`config.mk`:
```
export PLATFORM = sky130hd
export DESIGN_NAME = bcd_digit_gen
export DESIGN_NICKNAME = d
export VERILOG_FILES = /design/src/rtl/bcd_pkg.sv /design/src/rtl/bcd_pow_rom.sv /design/src/rtl/bcd_sizer.sv /design/src/rtl/bcd_byte_path.sv /design/src/rtl/bcd_digit_gen.sv
export SDC_FILE = /design/constraint.sdc
export NUM_CORES = 2
export LEC_CHECK = 0
export BUFFER_PORTS_ARGS = -buffer_cell sky130_fd_sc_hd__buf_2
export CORE_AREA = 2 2 281 352
export CTS_BUF_LIST = sky130_fd_sc_hd__clkbuf_8
export CTS_CLUSTER_SIZE = 24
export DETAILED_ROUTE_END_ITERATION = 10
export DIE_AREA = 0 0 283 354
export GPL_ROUTABILITY_DRIVEN = 0
export PLACE_DENSITY_LB_ADDON = 0.1
export SETUP_SLACK_MARGIN = 0.5
export SLEW_MARGIN = 10
export SYNTH_ARGS = -nofsm -noshare
export SYNTH_HDL_FRONTEND = slang
export SYNTH_SLANG_ARGS = --single-unit
```
`constraint.sdc`:
```
create_clock -name clk -period 15.1 [get_ports clk]
set_input_delay 3.775 -clock clk [delete_from_list [all_inputs] [get_ports clk]]
set_output_delay 3.775 -clock clk [all_outputs]
set_load 0.02 [all_outputs]
```
`src/rtl/bcd_pkg.sv`:
```
package bcd_pkg;
    localparam int WORD_W = 36;
    localparam int HALF_W = 18;
    localparam int LEN_W  = 27;
    localparam int MAG_W  = 71;
    localparam int LO_W   = 35;
    localparam int FLAG_L = 35;
    localparam int FLAG_N = 34;
    localparam int FLAG_M = 33;

    typedef enum logic [3:0] {
        ST_IDLE, ST_SETUP, ST_FILL, ST_NEXT, ST_SUB,
        ST_TBL_RD, ST_TBL_GET, ST_ST_RD, ST_ST_WR
    } conv_state_e;

    typedef struct packed {
        logic [5:0]  pos;
        logic [5:0]  size;
        logic [5:0]  spare;
        logic [17:0] addr;
    } byte_ptr_t;

    function automatic logic [MAG_W-1:0] pow10(input int k);
        logic [MAG_W-1:0] r;
        r = MAG_W'(1);
        for (int i = 0; i < k; i++) r = r * MAG_W'(10);
        return r;
    endfunction
endpackage

```
`src/rtl/bcd_pow_rom.sv`:
```
module bcd_pow_rom
    import bcd_pkg::*;
#(
    parameter int DEPTH = 22,
    localparam int IDX_W = $clog2(DEPTH + 1)
) (
    input  logic [IDX_W-1:0] idx,
    output logic [MAG_W-1:0] val
);
    logic [MAG_W-1:0] tbl [DEPTH];

    for (genvar k = 0; k < DEPTH; k++) begin : g_ent
        assign tbl[k] = pow10(k);
    end

    always_comb begin
        val = '0;
        for (int k = 0; k < DEPTH; k++)
            if (idx == IDX_W'(k)) val = tbl[k];
    end
endmodule

```
`src/rtl/bcd_sizer.sv`:
```
module bcd_sizer
    import bcd_pkg::*;
#(
    parameter int DEPTH = 22,
    localparam int IDX_W = $clog2(DEPTH + 1)
) (
    input  logic [MAG_W-1:0] raw,
    output logic             neg,
    output logic             nonzero,
    output logic [MAG_W-1:0] mag,
    output logic [IDX_W-1:0] ndig
);
    logic [DEPTH-1:0] ge;

    assign neg     = raw[MAG_W-1];
    assign mag     = neg ? (~raw + MAG_W'(1)) : raw;
    assign nonzero = |raw;
    assign ge[0]   = 1'b0;

    for (genvar k = 1; k < DEPTH; k++) begin : g_cmp
        assign ge[k] = (mag >= pow10(k));
    end

    always_comb begin
        ndig = IDX_W'(1);
        for (int k = 0; k < DEPTH; k++) ndig = ndig + IDX_W'(ge[k]);
    end
endmodule

```
`src/rtl/bcd_byte_path.sv`:
```
module bcd_byte_path
    import bcd_pkg::*;
(
    input  byte_ptr_t         ptr,
    input  logic [WORD_W-1:0] old_word,
    input  logic [WORD_W-1:0] byte_val,
    output byte_ptr_t         ptr_next,
    output logic [WORD_W-1:0] new_word
);
    logic signed [7:0] pos_dec;
    logic [71:0]       mask_w;
    logic [71:0]       val_w;

    always_comb begin
        pos_dec  = $signed({2'b00, ptr.pos}) - $signed({2'b00, ptr.size});
        ptr_next = ptr;
        if (pos_dec < 0) begin
            ptr_next.addr = ptr.addr + 18'd1;
            ptr_next.pos  = 6'd36 - ptr.size;
        end else begin
            ptr_next.pos  = pos_dec[5:0];
        end
    end

    always_comb begin
        mask_w   = ((72'd1 << ptr.size) - 72'd1) << ptr.pos;
        val_w    = {36'd0, byte_val} << ptr.pos;
        new_word = (old_word & ~mask_w[WORD_W-1:0]) | (val_w[WORD_W-1:0] & mask_w[WORD_W-1:0]);
    end
endmodule

```
`src/rtl/bcd_digit_gen.sv`:
```
module bcd_digit_gen
    import bcd_pkg::*;
#(
    parameter int MAX_DIG = 22,
    parameter int ADDR_W  = 18,
    localparam int CNT_W  = $clog2(MAX_DIG + 1)
) (
    input  logic              clk,
    input  logic              rst,
    input  logic              cmd_start,
    input  logic              cmd_table_mode,
    input  logic              cmd_resume,
    input  logic [WORD_W-1:0] cmd_src_hi,
    input  logic [WORD_W-1:0] cmd_src_lo,
    input  logic [WORD_W-1:0] cmd_ctl,
    input  logic [WORD_W-1:0] cmd_dptr,
    input  logic [HALF_W-1:0] cmd_tbl,
    input  logic [WORD_W-1:0] cmd_fill,
    output logic              busy,
    output logic              done,
    output logic              skip,
    output logic [WORD_W-1:0] res_src_hi,
    output logic [WORD_W-1:0] res_src_lo,
    output logic [WORD_W-1:0] res_ctl,
    output logic [WORD_W-1:0] res_dptr,
    output logic              res_resume,
    output logic              mem_rd,
    output logic              mem_wr,
    output logic [ADDR_W-1:0] mem_addr,
    output logic [WORD_W-1:0] mem_wdata,
    input  logic [WORD_W-1:0] mem_rdata
);
    conv_state_e       st;
    logic [MAG_W-1:0]  rem;
    logic [WORD_W-1:0] ctl, fill_q, byte_q;
    byte_ptr_t         dptr, ptr_next;
    logic [HALF_W-1:0] tbl_q;
    logic              tbl_mode, fpd, from_fill, done_q, skip_q;
    logic [CNT_W-1:0]  ndig_q, cap, ndig;
    logic [3:0]        dig;
    logic [LEN_W-1:0]  len;
    logic [MAG_W-1:0]  pw, mag;
    logic              neg, nonzero;
    logic [WORD_W-1:0] ins_word;

    assign len = ctl[LEN_W-1:0];
    assign cap = (len > LEN_W'(MAX_DIG)) ? CNT_W'(MAX_DIG) : len[CNT_W-1:0];

    bcd_pow_rom #(.DEPTH(MAX_DIG)) u_rom (.idx(cap - CNT_W'(1)), .val(pw));

    bcd_sizer #(.DEPTH(MAX_DIG)) u_size (
        .raw(rem), .neg(neg), .nonzero(nonzero), .mag(mag), .ndig(ndig));

    bcd_byte_path u_path (
        .ptr(dptr), .old_word(mem_rdata), .byte_val(byte_q),
        .ptr_next(ptr_next), .new_word(ins_word));

    always_comb begin
        mem_rd    = 1'b0;
        mem_wr    = 1'b0;
        mem_addr  = '0;
        mem_wdata = '0;
        case (st)
            ST_TBL_RD: begin mem_rd = 1'b1; mem_addr = tbl_q + ADDR_W'(dig); end
            ST_ST_RD:  begin mem_rd = 1'b1; mem_addr = ptr_next.addr; end
            ST_ST_WR:  begin mem_wr = 1'b1; mem_addr = dptr.addr; mem_wdata = ins_word; end
            default: ;
        endcase
    end

    always_ff @(posedge clk) begin
        if (rst) begin
            st <= ST_IDLE; rem <= '0; ctl <= '0; dptr <= '0; fill_q <= '0;
            byte_q <= '0; tbl_q <= '0; tbl_mode <= 1'b0; fpd <= 1'b0;
            from_fill <= 1'b0; done_q <= 1'b0; skip_q <= 1'b0;
            ndig_q <= '0; dig <= '0;
        end else begin
            done_q <= 1'b0;
            case (st)
                ST_IDLE: if (cmd_start) begin
                    rem      <= {cmd_src_hi, cmd_src_lo[LO_W-1:0]};
                    ctl      <= cmd_ctl;
                    dptr     <= cmd_dptr;
                    tbl_q    <= cmd_tbl;
                    tbl_mode <= cmd_table_mode;
                    fill_q   <= cmd_fill;
                    fpd      <= cmd_resume;
                    st       <= cmd_resume ? ST_NEXT : ST_SETUP;
                end
                ST_SETUP: begin
                    if (LEN_W'(ndig) > len) begin
                        done_q <= 1'b1; skip_q <= 1'b0; st <= ST_IDLE;
                    end else begin
                        rem <= mag;
                        fpd <= 1'b1;
                        ctl[FLAG_M] <= ctl[FLAG_M] | neg;
                        ctl[FLAG_N] <= ctl[FLAG_N] | nonzero;
                        if (ctl[FLAG_L] && LEN_W'(ndig) < len) begin
                            ndig_q <= ndig; st <= ST_FILL;
                        end else begin
                            ctl[LEN_W-1:0] <= LEN_W'(ndig); st <= ST_NEXT;
                        end
                    end
                end
                ST_FILL: begin
                    if (len == LEN_W'(ndig_q)) st <= ST_NEXT;
                    else begin byte_q <= fill_q; from_fill <= 1'b1; st <= ST_ST_RD; end
                end
                ST_NEXT: begin
                    if (len == '0) begin
                        done_q <= 1'b1; skip_q <= 1'b1; fpd <= 1'b0; st <= ST_IDLE;
                    end else begin
                        dig <= '0; st <= ST_SUB;
                    end
                end
                ST_SUB: begin
                    if (dig < 4'd10 && rem >= pw) begin
                        rem <= rem - pw; dig <= dig + 4'd1;
                    end else if (tbl_mode) begin
                        st <= ST_TBL_RD;
                    end else begin
                        byte_q    <= {{HALF_W{tbl_q[HALF_W-1]}}, tbl_q} + WORD_W'(dig);
                        from_fill <= 1'b0;
                        st        <= ST_ST_RD;
                    end
                end
                ST_TBL_RD: st <= ST_TBL_GET;
                ST_TBL_GET: begin
                    byte_q <= (cap == CNT_W'(1) && ctl[FLAG_L])
                              ? {{HALF_W{1'b0}}, mem_rdata[WORD_W-1:HALF_W]}
                              : {{HALF_W{1'b0}}, mem_rdata[HALF_W-1:0]};
                    from_fill <= 1'b0;
                    st <= ST_ST_RD;
                end
                ST_ST_RD: begin dptr <= ptr_next; st <= ST_ST_WR; end
                ST_ST_WR: begin
                    ctl[LEN_W-1:0] <= len - LEN_W'(1);
                    st <= from_fill ? ST_FILL : ST_NEXT;
                end
                default: st <= ST_IDLE;
            endcase
        end
    end

    assign busy       = (st != ST_IDLE);
    assign done       = done_q;
    assign skip       = skip_q;
    assign res_src_hi = rem[MAG_W-1:LO_W];
    assign res_src_lo = {1'b0, rem[LO_W-1:0]};
    assign res_ctl    = ctl;
    assign res_dptr   = dptr;
    assign res_resume = fpd;

    assert_rw_exclusive_R10: assert property (@(posedge clk) disable iff (rst)
        !(mem_rd && mem_wr));
    assert_store_rmw_R7: assert property (@(posedge clk) disable iff (rst)
        mem_wr |-> ($past(mem_rd) && mem_addr == $past(mem_addr)));
    assert_skip_clean_R8: assert property (@(posedge clk) disable iff (rst)
        (done && skip) |-> (res_ctl[LEN_W-1:0] == '0 && !res_resume && res_src_hi == '0));
    assert_oversize_noskip_R3: assert property (@(posedge clk) disable iff (rst)
        (st == ST_SETUP && LEN_W'(ndig) > len) |=> (done && !skip && !mem_wr));
    assert_count_range_R2: assert property (@(posedge clk) disable iff (rst)
        (st == ST_SETUP) |-> (ndig >= CNT_W'(1) && ndig <= CNT_W'(MAX_DIG)));
    assert_digit_max_R5: assert property (@(posedge clk) disable iff (rst)
        (st == ST_SUB && dig == 4'd9) |-> (rem < pw));
endmodule

```
# Word level (Yosys, flattened, before mapping)
# Cells that the tools add are included.
dict set report op_classes {
  addsub 32
  multipliers 0
  div_mod_pow 0
  order_cmp 27
  n_eq_ne 41
  shifts 3
  muxes 74
  bitwise_logic 9
  n_reduce_logical 29
}
# op count
set op_table {}
lappend op_table {{$mux 71} 4}
lappend op_table {{$pmux 71 s3} 1}
lappend op_table {{$mux 36} 5}
lappend op_table {{$pmux 36 s3} 1}
lappend op_table {{$add 5x1->5} 20}
lappend op_table {{$mux 27} 3}
lappend op_table {{$pmux 27 s3} 1}
lappend op_table {{$and 36x36->36} 2}
lappend op_table {{$pmux 36 s2} 1}
lappend op_table {{$shl 1x6->72 const A} 1}
lappend op_table {{$shl 72x6->36} 1}
lappend op_table {{$sub 72x1->72 const B} 1}
lappend op_table {{$add 71x1->71 const B} 1}
lappend op_table {{$ge 71x10->1 const B} 1}
lappend op_table {{$ge 71x14->1 const B} 1}
lappend op_table {{$ge 71x17->1 const B} 1}
lappend op_table {{$ge 71x20->1 const B} 1}
lappend op_table {{$ge 71x24->1 const B} 1}
lappend op_table {{$ge 71x27->1 const B} 1}
lappend op_table {{$ge 71x30->1 const B} 1}
lappend op_table {{$ge 71x34->1 const B} 1}
lappend op_table {{$ge 71x37->1 const B} 1}
lappend op_table {{$ge 71x4->1 const B} 1}
lappend op_table {{$ge 71x40->1 const B} 1}
lappend op_table {{88 further kinds} 162}
dict set report word_totals {
  ff_bits 251
  latch_bits 0
  mem_bits_rw 0
  rom_bits 0
  input_bits 239
  output_inout_bits 204
  wordCells 234
  memories 0
}

# Logic depth before layout (Yosys ltp)
dict set report depth {
  depth_word 30
  ltp_mapped 40
  depth_no_buf 36
}

# Modules after synthesis
# A second synthesis with hierarchy kept.
dict set report unflattened {
  cells_unflattened 4370
  area_unflattened_um2 30636.9
}
# module instances cells_per_inst area_each_um2 seq_area_each_um2
set by_module_without_submodules {}
lappend by_module_without_submodules {bcd_digit_gen 1 2388 17560.6 5024.8}
lappend by_module_without_submodules {bcd_byte_path 1 1026 6956.7 0.0}
lappend by_module_without_submodules {bcd_sizer 1 760 4942.2 0.0}
lappend by_module_without_submodules {bcd_pow_rom 1 196 1177.4 0.0}

# Worst setup path before layout
# Ideal clock, no wire load.
dict set report synth_path {
  path_type {reg-to-reg}
  start {register rem[13]}
  end {register rem[33]}
  setup_ns 0.128
  arrival_time_ns 9.873
  required_time_ns 14.972
  setup_slack_ns 5.099
  path_stages_with_launch 38
  n_path_buf 5
  period_less_slack_ns 10.001
  path_cell_list {dfxtp_1 > buf_6 > or3_1 > or4_4 > or4_4 > buf_6 > buf_6 > o41ai_2 > nand2_1 > a211o_1 > or2_1 > nor4_2 > nor2b_4 > nand2_2 > or3_1 > fa_1 > fa_1 > inv_1 > [... 2 more ...] > fa_1 > fa_1 > fa_1 > inv_1 > ha_1 > nor2b_1 > o21a_1 > o21a_1 > o21ai_0 > a211o_1 > and2_1 > nor2_1 > a21oi_1 > clkbuf_1 > clkbuf_1 > o21ai_0 > o22ai_1 > nor2_1}
}
dict set report synth_via {
  elab_chain_len 28
  elab_cells_between_ends 55
  classes_between {add/sub: 23; order compare: 23; eq/ne: 2; mux: 4; bitwise: 1; reduce/logical: 2}
}
# item line
set synth_rtl {}
lappend synth_rtl {{start: declaration} bcd_digit_gen.sv:34} ;# logic [MAG_W-1:0] rem;
lappend synth_rtl {{start signal: assignment} bcd_digit_gen.sv:81} ;# rem <= {cmd_src_hi, cmd_src_lo[LO_W-1:0]};
lappend synth_rtl {{start signal: assignment} bcd_digit_gen.sv:94} ;# rem <= mag;
lappend synth_rtl {{start signal: assignment} bcd_digit_gen.sv:118} ;# rem <= rem - pw; dig <= dig + 4'd1;
lappend synth_rtl {{$not 71->71} bcd_sizer.sv:16} ;# assign mag = neg ? (~raw + MAG_W'(1)) : raw;
lappend synth_rtl {{$add 71x1->71} bcd_sizer.sv:16}
lappend synth_rtl {{$mux 71 (*)} bcd_sizer.sv:16}
lappend synth_rtl {{$ge 71x4->1} bcd_sizer.sv:21} ;# assign ge[k] = (mag >= pow10(k));
lappend synth_rtl {{$add 1x1->2} bcd_sizer.sv:26} ;# for (int k = 0; k < DEPTH; k++) ndig = ndig + IDX_W'(ge[k]);
lappend synth_rtl {{$add 5x1->5 (19 in series)} bcd_sizer.sv:26}
lappend synth_rtl {{$add 5x1->5 (*)} bcd_sizer.sv:26}
lappend synth_rtl {{net ndig[1]} bcd_digit_gen.sv:39} ;# logic [CNT_W-1:0] ndig_q, cap, ndig;
lappend synth_rtl {{$gt 5x27->1 (*)} bcd_digit_gen.sv:91} ;# if (LEN_W'(ndig) > len) begin
lappend synth_rtl {{$ne 2x2->1 (no line) (*)} -}
lappend synth_rtl {{$reduce_and 4->1 (no line) (*)} -}
# Mark *: on every way through the listed nets, which the timed path passes. The rest lies on a longest branch. The select of a mux whose other input is x is not followed.
# A chain may end at the register's enable or synchronous reset.

# Worst setup path after layout
dict set report layout_path {
  start {register rem[0]}
  end {register rem[29]}
}
# Same word-level chain as after synthesis.

==> summary.md <==
| Metric | Value |
|---|---|
| Outcome | `finished clean` |
| Hold WC Path Type | `flop to flop` |
| M3 GR Usage | `0.0291` |
| Placed Area | `0.0319 mm2` |
| Post-cts hold buffer count | `0` |
| Most used routing layer | `met2` |
| Post-CTS Setup Bufs | `0` |
| Share of layout cells above drive strength 1 | `0.162` |
| Top Ports | `443` |
| Top_reg_cell synth | `dfxtp_1` |
| WL/cell | `25.4 um` |
| Min Clock Period, post-route | `12580 ps` |
| Row cnt | `128` |
| Pre-antenna DRT Iters | `7` |
| Post-Route Setup TNS | `0 ps` |
| Average cell area after synthesis | `6.92 um2` |
| Core Region | `0.0969 mm2` |
| Placed wire-length estimate | `111000 um` |
| Met1 Use GR | `0.323` |
| Non-Filler Instances | `5723` |
| CP Class | `flop to flop` |
| P per Cell Area | `258 mW/mm2` |
| GRT met2 Usage | `0.499` |
| Mapped Area | `0.0288 mm2` |
| Area Growth Syn to Fin | `14.2%` |
| Crit-path max cell delay | `910 ps` |
| Worst reg2reg path startpoint | `rem[0]` |
| Post-Synth Simple-Gate Area | `0.282` |
| Register bit total from synthesis | `251` |
| Residual DRC count | `0` |
| Static leakage | `13.0 nW` |
| First-pass GRT wire length | `213000 um` |
| Fin area | `0.0329 mm2` |
| Adder-cell share of the synthesized area | `0.0568` |
| Xor/xnor share of the synthesized area | `0.0607` |
| Syn_nets | `4522` |
| Synth top area share | `0.174` |
| Clock Path Buffers | `3` |
| Placed cell count | `5624` |
| Final setup viols | `0` |
| Yosys warnings | `0` |
| Slew HR | `0.175` |
| Commonest cells in the synthesized netlist | `nand2_1, nor2_1, a21oi_1` |
| CP Data Arrival Time | `13110 ps` |
| Max-slew violations | `0` |
| H-tree depth | `2` |
| CTS tree | `yes` |
| Count leader, synth | `nand2_1` |
| CTS root buf | `clkbuf_8` |
| IO Port Bufs | `440` |
| EDFF count, synth | `0` |
| Vias in the first global route | `32500` |
| Slowest CP cell | `or4_1` |
| Initial antenna violation count | `18` |
| Post-route ant nets | `0` |
| Fill count | `10700` |
| Largest net degree at the start of global routing | `128` |
| Ys async rst share | `0` |
| Congestion Overflow GR | `0` |
| Max Cap Viol | `0` |
| Final Cycle Share | `0.833` |
| Worst-Skew Late Latency | `710 ps` |
| Worst hold start | `res_dptr[23]` |
| Drt first-iter violations | `3159` |
| Via density | `5.89` |
| Die width | `283 um` |
| Skew final | `49.0 ps` |
| Most used cell, CP | `fa_1` |
| DRT Wirelength | `146000 um` |
| CP startpoint | `rem[0]` |
| Initial core utilization | `0.297` |
| Synth area leader | `dfxtp_1` |
| Largest family of logic cells by synthesized area | `compound AO/OA/AOI/OAI gates` |
| Register area share after synthesis | `0.174` |
| Clock transition at path regs | `60 ps` |
| Total power | `8.48 mW` |
| Synth Area in Compound Gates | `0.304` |
| Post_cts resized | `0` |
| Final hold vios | `0` |
| DR vias | `33700` |
| Gr usage total | `0.277` |
| Achievable Freq | `79.5 MHz` |
| Worst vdd ir | `0.108 mV` |
| Clock sinks | `251` |
| Setup crit end kind | `flop` |
| Slew @ Worst Pin | `1230 ps` |
| Largest cells by area after synthesis | `dfxtp_1, nand2_1, nor2_1, a21oi_1, ha_1` |
| CP Max Fanout | `78` |
| Multi-input logic area | `0.0223 mm2` |
| Nets@finish | `4738` |
| Startpoint Class | `flop` |
| Die height | `354 um` |
| RSZ-0062 raised after global routing | `no` |
| Die ar. | `0.100 mm2` |
| Mapped Cells | `4163` |
| TritonCTS Buffers | `53` |
| Cell variety after synth | `100` |
| Reg area | `0.00504 mm2` |
| Mux cell area share after synthesis | `0.0685` |
| Req. time, crit path | `15630 ps` |
[per-stage QoR]
| step | util | worst slack [ps] | hold slack (ps) |
|---|---|---|---|
| floorplan | - | 5100 | 436 |
| global placement | 0.329 | 2520 | 440 |
| detailed placement | 0.329 | 2450 | 445 |
| CTS | 0.339 | 2400 | 453 |
| global route | 0.339 | 1950 | 469 |
| finish | 0.339 | 2520 | 451 |
[worst max-delay path, delay by kind of cell, from the launching register on]
| family | cells | cell delay [ps] |
|---|---|---|
| AND/OR/NAND/NOR | 11 | 4050 |
| buffers and inverters | 3 | 610 |
| AO/OA/AOI/OAI | 8 | 2410 |
| adder cells (fa/ha/maj) | 9 | 4240 |
| flip-flops | 1 | 410 |
| XOR/XNOR | 2 | 660 |
[cells by family (layout without fill, tap and decap cells)]
kind of cell	Yosys count	count (layout)
buffers and inverters	400	648
adder cells (fa/ha/maj)	120	120
XOR/XNOR	198	198
AND/OR/NAND/NOR	1750	1750
other	1	13
flip-flops	251	251
multiplexers	140	140
AO/OA/AOI/OAI	1303	1303
[cell usage in the layout (no fill, tap or decap), types with 76 or more instances in the layout]
master	instances
xnor2_1	95
o21ai_0	250
xor2_1	101
dfxtp_1	245
buf_2	439
nor3_1	131
a21oi_1	330
a211oi_1	116
nor2_1	480
ha_1	102
nand3_1	110
nand2_1	611
inv_1	76
[final timing paths]
check            endpoint  slack (ps)  cells after the start
max               rem[29]        2520                     33
min reg2reg  res_dptr[23]         450                      2
max reg2reg       rem[29]        2520                     33
min          res_dptr[23]         450                      2
[flip-flops by register name, summed over array words and instances (netlist names)]
register / cells
res_resume: 1
tbl_q: 18
fill_q: 36
ndig_q: 5
skip: 1
res_dptr: 36
res_ctl: 36
from_fill: 1
st: 4
tbl_mode: 1
byte_q: 36
rem: 71
done: 1
dig: 4
[area by class of cell]
| type | instances | share of cell area |
|---|---|---|
| Tap cell | 1300 | 0.0494 |
| Antenna cell | 12 | 0.000913 |
| Clock buffer | 63 | 0.0264 |
| Clock inverter | 24 | 0.00437 |
| Sequential cell | 251 | 0.153 |
| Multi-Input combinational cell | 3512 | 0.678 |
| Inverter | 74 | 0.00844 |
| Timing Repair Buffer | 487 | 0.0791 |
[where the power goes]
part | switching (mW) | leakage [nW] | internal (mW)
Combinational | 4.29 | 10.4 | 2.14
Sequential | 0.432 | 2.07 | 0.865
Clock | 0.361 | 0.577 | 0.392
Total | 5.08 | 13.0 | 3.40
[per-layer routing]
layer	up-vias	wire length, um
met3	329	7360
met4	8	8230
met1	16200	57000
li1	15900	-
met5	-	48
met2	1272	73000
(Power assumes the default switching activity.)
